File: config.mk
export PLATFORM = sky130hd
export DESIGN_NAME = pla_core
export DESIGN_NICKNAME = d
export VERILOG_FILES = /design/src/rtl/pla_pkg.sv /design/src/rtl/pla_fuse_mem.sv /design/src/rtl/pla_cfg_regs.sv /design/src/rtl/pla_term_plane.sv /design/src/rtl/pla_or_plane.sv /design/src/rtl/pla_core.sv
export SDC_FILE = /design/constraint.sdc
export NUM_CORES = 2
export LEC_CHECK = 0
export ABC_AREA = 1
export CAP_MARGIN = 0
export CORE_UTILIZATION = 47
export DETAILED_ROUTE_END_ITERATION = 6
export HOLD_SLACK_MARGIN = 0.02
export PLACE_DENSITY = 0.6
export SYNTH_ARGS = -nofsm -noshare
export SYNTH_HDL_FRONTEND = slang
export SYNTH_SLANG_ARGS = --single-unit
File: constraint.sdc
create_clock -name clk -period 4.32 [get_ports clk]
set_input_delay 0.648 -clock clk [delete_from_list [all_inputs] [get_ports clk]]
set_output_delay 0.648 -clock clk [all_outputs]
set_load 0.01 [all_outputs]
File: src/rtl/pla_pkg.sv
package pla_pkg;
  localparam int DEF_NUM_IN        = 16;
  localparam int DEF_NUM_OUT       = 8;
  localparam int DEF_TERMS_PER_OUT = 8;
endpackage

File: src/rtl/pla_fuse_mem.sv
module pla_fuse_mem #(
  parameter int ROWS = 64,
  parameter int COLS = 32,
  localparam int AW = $clog2(ROWS)
) (
  input  logic            clk,
  input  logic            we,
  input  logic [AW-1:0]   addr,
  input  logic [COLS-1:0] wdata,
  output logic [COLS-1:0] rows [ROWS]
);
  logic [COLS-1:0] mem [ROWS];

  always_ff @(posedge clk) begin
    if (we) mem[addr] <= wdata;
  end

  always_comb begin
    for (int r = 0; r < ROWS; r++) rows[r] = mem[r];
  end
endmodule

File: src/rtl/pla_cfg_regs.sv
module pla_cfg_regs #(
  parameter int ROWS = 64,
  parameter int OUTS = 8
) (
  input  logic            clk,
  input  logic            rst,
  input  logic            dis_we,
  input  logic [ROWS-1:0] dis_data,
  input  logic            route_we,
  input  logic [OUTS-1:0] route_data,
  output logic [ROWS-1:0] dis_q,
  output logic [OUTS-1:0] route_q
);
  always_ff @(posedge clk) begin
    if (rst) begin
      dis_q   <= '1;
      route_q <= '0;
    end else begin
      if (dis_we)   dis_q   <= dis_data;
      if (route_we) route_q <= route_data;
    end
  end
endmodule

File: src/rtl/pla_term_plane.sv
module pla_term_plane #(
  parameter int NUM_IN = 16,
  parameter int ROWS   = 64,
  localparam int COLS  = 2 * NUM_IN
) (
  input  logic              clk,
  input  logic              rst,
  input  logic [NUM_IN-1:0] in_vec,
  input  logic [COLS-1:0]   fuse [ROWS],
  input  logic [ROWS-1:0]   dis,
  output logic [ROWS-1:0]   term
);
  localparam logic [COLS-1:0] TRUE_MASK = {NUM_IN{2'b01}};

  logic [COLS-1:0] cols;

  always_comb begin
    for (int i = 0; i < NUM_IN; i++) begin
      cols[2*i]   = in_vec[i];
      cols[2*i+1] = ~in_vec[i];
    end
  end

  for (genvar r = 0; r < ROWS; r++) begin : g_row
    logic hit;
    always_comb begin
      hit = 1'b1;
      for (int c = 0; c < COLS; c++) begin
        if (fuse[r][c] && !cols[c]) hit = 1'b0;
      end
    end
    assign term[r] = hit & ~dis[r];

    AST_CONTRA_ZERO: assert property (@(posedge clk) disable iff (rst)
      (|(fuse[r] & (fuse[r] >> 1) & TRUE_MASK)) |-> !term[r]);
    AST_EMPTY_ONE: assert property (@(posedge clk) disable iff (rst)
      ((fuse[r] == '0) && !dis[r]) |-> term[r]);
  end
endmodule

File: src/rtl/pla_or_plane.sv
module pla_or_plane #(
  parameter int NUM_OUT = 8,
  parameter int K       = 8,
  localparam int ROWS   = NUM_OUT * K
) (
  input  logic               clk,
  input  logic               rst,
  input  logic [ROWS-1:0]    term,
  input  logic [NUM_OUT-1:0] route,
  output logic [NUM_OUT-1:0] sum_c,
  output logic [NUM_OUT-1:0] oe_c
);
  localparam logic [K-1:0] REST_MASK = {{(K-1){1'b1}}, 1'b0};

  for (genvar o = 0; o < NUM_OUT; o++) begin : g_out
    logic [K-1:0] grp;
    logic [K-1:0] mask;
    assign grp     = term[o*K +: K];
    assign mask    = route[o] ? REST_MASK : '1;
    assign sum_c[o] = |(grp & mask);
    assign oe_c[o]  = route[o] ? grp[0] : 1'b1;

    AST_OE_EXCLUDED: assert property (@(posedge clk) disable iff (rst)
      (route[o] && ((grp & REST_MASK) == '0)) |-> !sum_c[o]);
  end
endmodule

File: src/rtl/pla_core.sv
module pla_core #(
  parameter int NUM_IN        = pla_pkg::DEF_NUM_IN,
  parameter int NUM_OUT       = pla_pkg::DEF_NUM_OUT,
  parameter int TERMS_PER_OUT = pla_pkg::DEF_TERMS_PER_OUT,
  localparam int COLS   = 2 * NUM_IN,
  localparam int ROWS   = NUM_OUT * TERMS_PER_OUT,
  localparam int ROW_AW = $clog2(ROWS)
) (
  input  logic               clk,
  input  logic               rst,
  input  logic               fuse_we,
  input  logic [ROW_AW-1:0]  fuse_addr,
  input  logic [COLS-1:0]    fuse_data,
  input  logic               dis_we,
  input  logic [ROWS-1:0]    dis_data,
  input  logic               route_we,
  input  logic [NUM_OUT-1:0] route_data,
  input  logic [NUM_IN-1:0]  in_vec,
  output logic [NUM_OUT-1:0] sum_out,
  output logic [NUM_OUT-1:0] oe_out
);
  logic [COLS-1:0]    fuse_rows [ROWS];
  logic [ROWS-1:0]    dis_q;
  logic [NUM_OUT-1:0] route_q;
  logic [ROWS-1:0]    term;
  logic [NUM_OUT-1:0] sum_c;
  logic [NUM_OUT-1:0] oe_c;

  pla_fuse_mem #(.ROWS(ROWS), .COLS(COLS)) u_mem (
    .clk(clk), .we(fuse_we), .addr(fuse_addr), .wdata(fuse_data), .rows(fuse_rows)
  );

  pla_cfg_regs #(.ROWS(ROWS), .OUTS(NUM_OUT)) u_cfg (
    .clk(clk), .rst(rst), .dis_we(dis_we), .dis_data(dis_data),
    .route_we(route_we), .route_data(route_data), .dis_q(dis_q), .route_q(route_q)
  );

  pla_term_plane #(.NUM_IN(NUM_IN), .ROWS(ROWS)) u_and (
    .clk(clk), .rst(rst), .in_vec(in_vec), .fuse(fuse_rows), .dis(dis_q), .term(term)
  );

  pla_or_plane #(.NUM_OUT(NUM_OUT), .K(TERMS_PER_OUT)) u_or (
    .clk(clk), .rst(rst), .term(term), .route(route_q), .sum_c(sum_c), .oe_c(oe_c)
  );

  always_ff @(posedge clk) begin
    if (rst) begin
      sum_out <= '0;
      oe_out  <= '0;
    end else begin
      sum_out <= sum_c;
      oe_out  <= oe_c;
    end
  end

  AST_RST_CLEAR: assert property (@(posedge clk)
    rst |=> ((sum_out == '0) && (oe_out == '0)));
  AST_ALL_DIS_ZERO: assert property (@(posedge clk) disable iff (rst)
    (&dis_q) |=> (sum_out == '0));
endmodule

* Word-level counts from Yosys, hierarchy flattened
Memories as Yosys holds them, arrays and structs flattened.
Cells that the tools add are included.
** Word-level totals
- Memories :: 1
- Bits in writable memories :: 2048
- Word-level logic and storage cells :: 4279
- Register bits :: 88
** Memories
- u_mem.mem :: words 64, bits a word 32, rd ports 64, clocked after Yosys merged registers in 0, write ports 1, RTL line pla_fuse_mem.sv:12 : logic [COLS-1:0] mem [ROWS];
** Operators by class
- Bitwise logic cells :: 136
- Reduce and logical (&&, ||, !) cells :: 2072
- Muxes and demuxes :: 2066
** Operators with widths (count)
- 2-to-1 mux 1 bit :: 2066
- logical AND 1 bit :: 2048
- AND 1 bit :: 64
- AND 8 bit :: 8
- NOT 1 bit :: 64
- OR reduction 8 bit :: 8
- logical NOT 1 bit :: 16

* Depth between registers and ports, before layout
- Word-level depth :: 37
- Mapped depth :: 13

* By module
From an unflattened synthesis, not the netlist that was laid out.
** Second synthesis, totals
- Cells, all modules :: 7104
- Area total of the unflattened synthesis :: 83038.4 sq um
** By module, submodules not included
- pla_fuse_mem :: cells each 2150, area each 61943.2 sq um, instances 1
- pla_term_plane :: cells each 4504, area each 17729.5 sq um, instances 1
- pla_cfg_regs :: cells each 328, area each 2571.2 sq um, instances 1
- pla_core :: cells each 50, area each 474.2 sq um, instances 1
- pla_or_plane :: cells each 72, area each 320.3 sq um, instances 1

* Worst setup path before layout
OpenSTA, ideal clock, no wires.
- Kind :: input-to-reg
- Start :: input port fuse_we
- End :: memory u_mem.mem[61][0], enable pin
- Arrival :: 3246 ps
- Stages :: 3
- Buffers on the path :: 1
- Slack :: 613 ps
- Required time :: 3859 ps
- Library setup time :: 461 ps
- Cell sequence :: clkbuf_1 inv_1 nor3_1
** Between the ends
- Longest elaborated chain between the ends :: 2
** RTL lines
- from (decl) :: RTL line pla_core.sv:11 : input logic fuse_we,
- 2-to-1 mux 1 bit :: RTL line pla_fuse_mem.sv:15 : if (we) mem[addr] <= wdata;
- 2-to-1 mux 1 bit (implied by the code) :: RTL line pla_fuse_mem.sv:15
- to (decl) :: RTL line pla_fuse_mem.sv:12
Every way passes these cells.

* Worst setup path after layout
- Start :: register sum_out[5]
- End :: output port sum_out[5]
** RTL lines
- from (decl) :: RTL line pla_core.sv:19 : output logic [NUM_OUT-1:0] sum_out,
- from (signal assigned) :: RTL line pla_core.sv:51 : sum_out <= sum_c;
No word-level cell between the ends.

==> run summary <==
Outcome - finished clean
Total core area - 170,000 um2
Slew @ Worst Pin - 1.19 ns
Clk Latency, worst-skew pair - 0.86 ns
Hold buffer count at CTS - 0
Leak pwr - 0.0340 uW
H-tree depth - 4
Synth Warn # - 0
Worst-path clk slew - 0.06 ns
Gr ovfl total - 0
Synth Area in Simple Gates - 0.182
Worst Hold Class - in2reg
Die H - 416 um
Max-slew violations - 0
Die W - 416 um
Cts repair resizes - 0
Inserted Clock Buffers - 213
Sequential share of the synthesized area - 0.785
Routed Antenna Nets - 0
Flops & latches, synth - 2,136
Largest net degree at the start of global routing - 66
Starting DRT DRC Count - 8,108
Max Fclk - 376 MHz
Detailed Route WL - 274,000 um
Critical path's slowest cell - clkdlybuf4s50_1
Largest stage delay, worst path - 0.62 ns
Final period utilization - 0.615
# clock sinks - 2,136
Synth Area in Compound Gates - 0.0114
Fraction of layout cells with a size suffix above 1 - 0.0909
Buf+Inv Stages, Crit Path - 1
DRC errors left - 0
Number of post-CTS setup repair buffers - 0
Boundary Pins - 147
Critical path capture point type - output pin
Setup TNS Final - 0 ns
Cell family with most CP delay - buffers and inverters
RSZ-0062 raised after global routing - false
Via total after detailed routing - 52.2k
Global Route Usage Sum - 0.315
Final hold violation count - 0
PD cells - 467 nW/um2
DR WL/cell - 30.0 um
Syn nets - 6,539
Critical Path RT - 3.67 ns
Number of port buffers - 146
Mapped cell area - 80,600 um2
Setup Skew - 0.0351 ns
Routability cong. - 0.865
First-pass GRT wire length - 376,000 um
Largest family of logic cells by synthesized area - simple AND/OR/NAND/NOR gates
Starting Density - 0.474
DPL Wire Length - 152,000 um
Nets - 6,874
Util after Layout - 0.544
Max_cap viols - 0
Vias per cell - 5.70
Root Buffer - clkbuf_16
Final min period - 2.66 ns
Area Overhead vs Synth - 14.8%
Synth Area per Inst - 12.6 um2
Num rows - 151
Worst-path cell chain - clkdlybuf4s50_1
Vias in the first global route - 48.2k
Post-Synth Adder-Cell Area - 0
Relative slew slack - 0.205
Peak VDD IR - 339 uV
Final Setup Violations - 0
CTS tree - yes
Max FO, Critical Path - 1
Mux contribution to synthesized area - 0
Die Area - 173,000 um2
Worst path arrival time - 2.01 ns
Yosys cell types - 25
Post-Synth XOR/XNOR Area - 0
Critical path class - reg2out
Mapped Cells - 6,408
Worst Setup Start Kind - flip-flop
DRT Pass-1 Iters - 6
Initial antenna violation count - 31
CTS max path bufs - 3
[cell type report]
class / instances / area [um2]
diodes: 10 / 25.0
inverters: 167 / 646
flip-flops and latches: 2136 / 63300
repair buffers: 359 / 3290
clock buffers: 305 / 5980
clock inverters: 90 / 676
fillers: 14000 / 77400
multi-input cells: 3866 / 15800
well taps: 2218 / 2780
[per-layer routing]
layer / vias up / wire length, um / global-route usage / part of all wire
met5: - / 90 / 0 / 0.00033
met4: 14 / 10300 / 0.110 / 0.038
met3: 562 / 32100 / 0.0636 / 0.12
met2: 3307 / 129000 / 0.509 / 0.47
met1: 25700 / 103000 / 0.427 / 0.37
li1: 22600 / - / - / -
[cells in the mapped netlist]
library cell	n	area share
a21oi_1	121	0.0075
o21ai_1	1	0.000062
buf_2	90	0.0056
dfxtp_1	88	0.022
nor2_1	612	0.029
and2_1	4	0.00031
inv_1	149	0.0069
or2_0	2	0.00016
clkbuf_1	118	0.0055
buf_4	13	0.0012
and3_1	1	0.000078
nand2_1	2641	0.12
nand4_1	122	0.0095
and2_0	21	0.0016
o21ai_0	40	0.0025
nand3b_1	19	0.0018
nand3_1	247	0.015
edfxtp_1	2048	0.76
buf_1	10	0.00047
a22oi_1	11	0.0010
a21boi_0	3	0.00028
nor3_1	20	0.0012
buf_6	8	0.0011
inv_2	18	0.00084
nor3b_1	1	0.000093
[placed cells by master, fill, tap and decap left out, drive strengths merged, types with 88 or more instances in the layout]
| cell | n |
|---|---|
| nand2 | 2641 |
| inv | 160 |
| a21oi | 121 |
| clkbuf | 305 |
| nand3 | 247 |
| clkdlybuf4s50 | 96 |
| nand4 | 122 |
| dfxtp | 88 |
| buf | 263 |
| edfxtp | 2048 |
| nor2 | 612 |
[worst paths after layout]
path,slack (ns),cells past startpoint,from,endpoint
worst max register to register,2.40,7,u_cfg.dis_q[30],sum_out[3]
worst max-delay path,1.66,1,sum_out[5],sum_out[5]
worst min register to register,0.44,1,u_cfg.route_q[7],oe_out[7]
worst min-delay path,0.27,1,fuse_data[10],u_mem.mem[52][10]
[power breakdown]
group,leakage (uW),total [uW],internal (uW),switching [uW]
logic,0.0116,2430,500,1930
clock network,0.00324,17800,10000,7780
registers,0.0192,23000,22900,102
total,0.0340,43200,33400,9810
[logic make-up (layout without fill, tap and decap cells)]
family | after synthesis | after routing
buffers and inverters | 406 | 921
AND/OR/NAND/NOR | 3690 | 3690
other | 0 | 10
AO/OA/AOI/OAI | 176 | 176
flip-flops | 2136 | 2136
[metrics by stage]
step	power (uW)	cell area [um2]	hold slack (ns)	worst slack [ns]	instances
floorplan	24200	80600	0.412	0.613	6408
global placement	25800	85800	0.426	1.03	8746
detailed placement	25800	85800	0.432	1.03	8746
CTS	43200	92400	0.229	1.62	9141
global route	44100	92500	0.246	1.65	9146
finish	43200	92500	0.273	1.66	9151
[state kept, by name (all words and copies together) (netlist names)]
register,count
sum_out,8
u_cfg.dis_q,64
u_mem.mem,2048
u_cfg.route_q,8
oe_out,8
(Power assumes the default switching activity.)
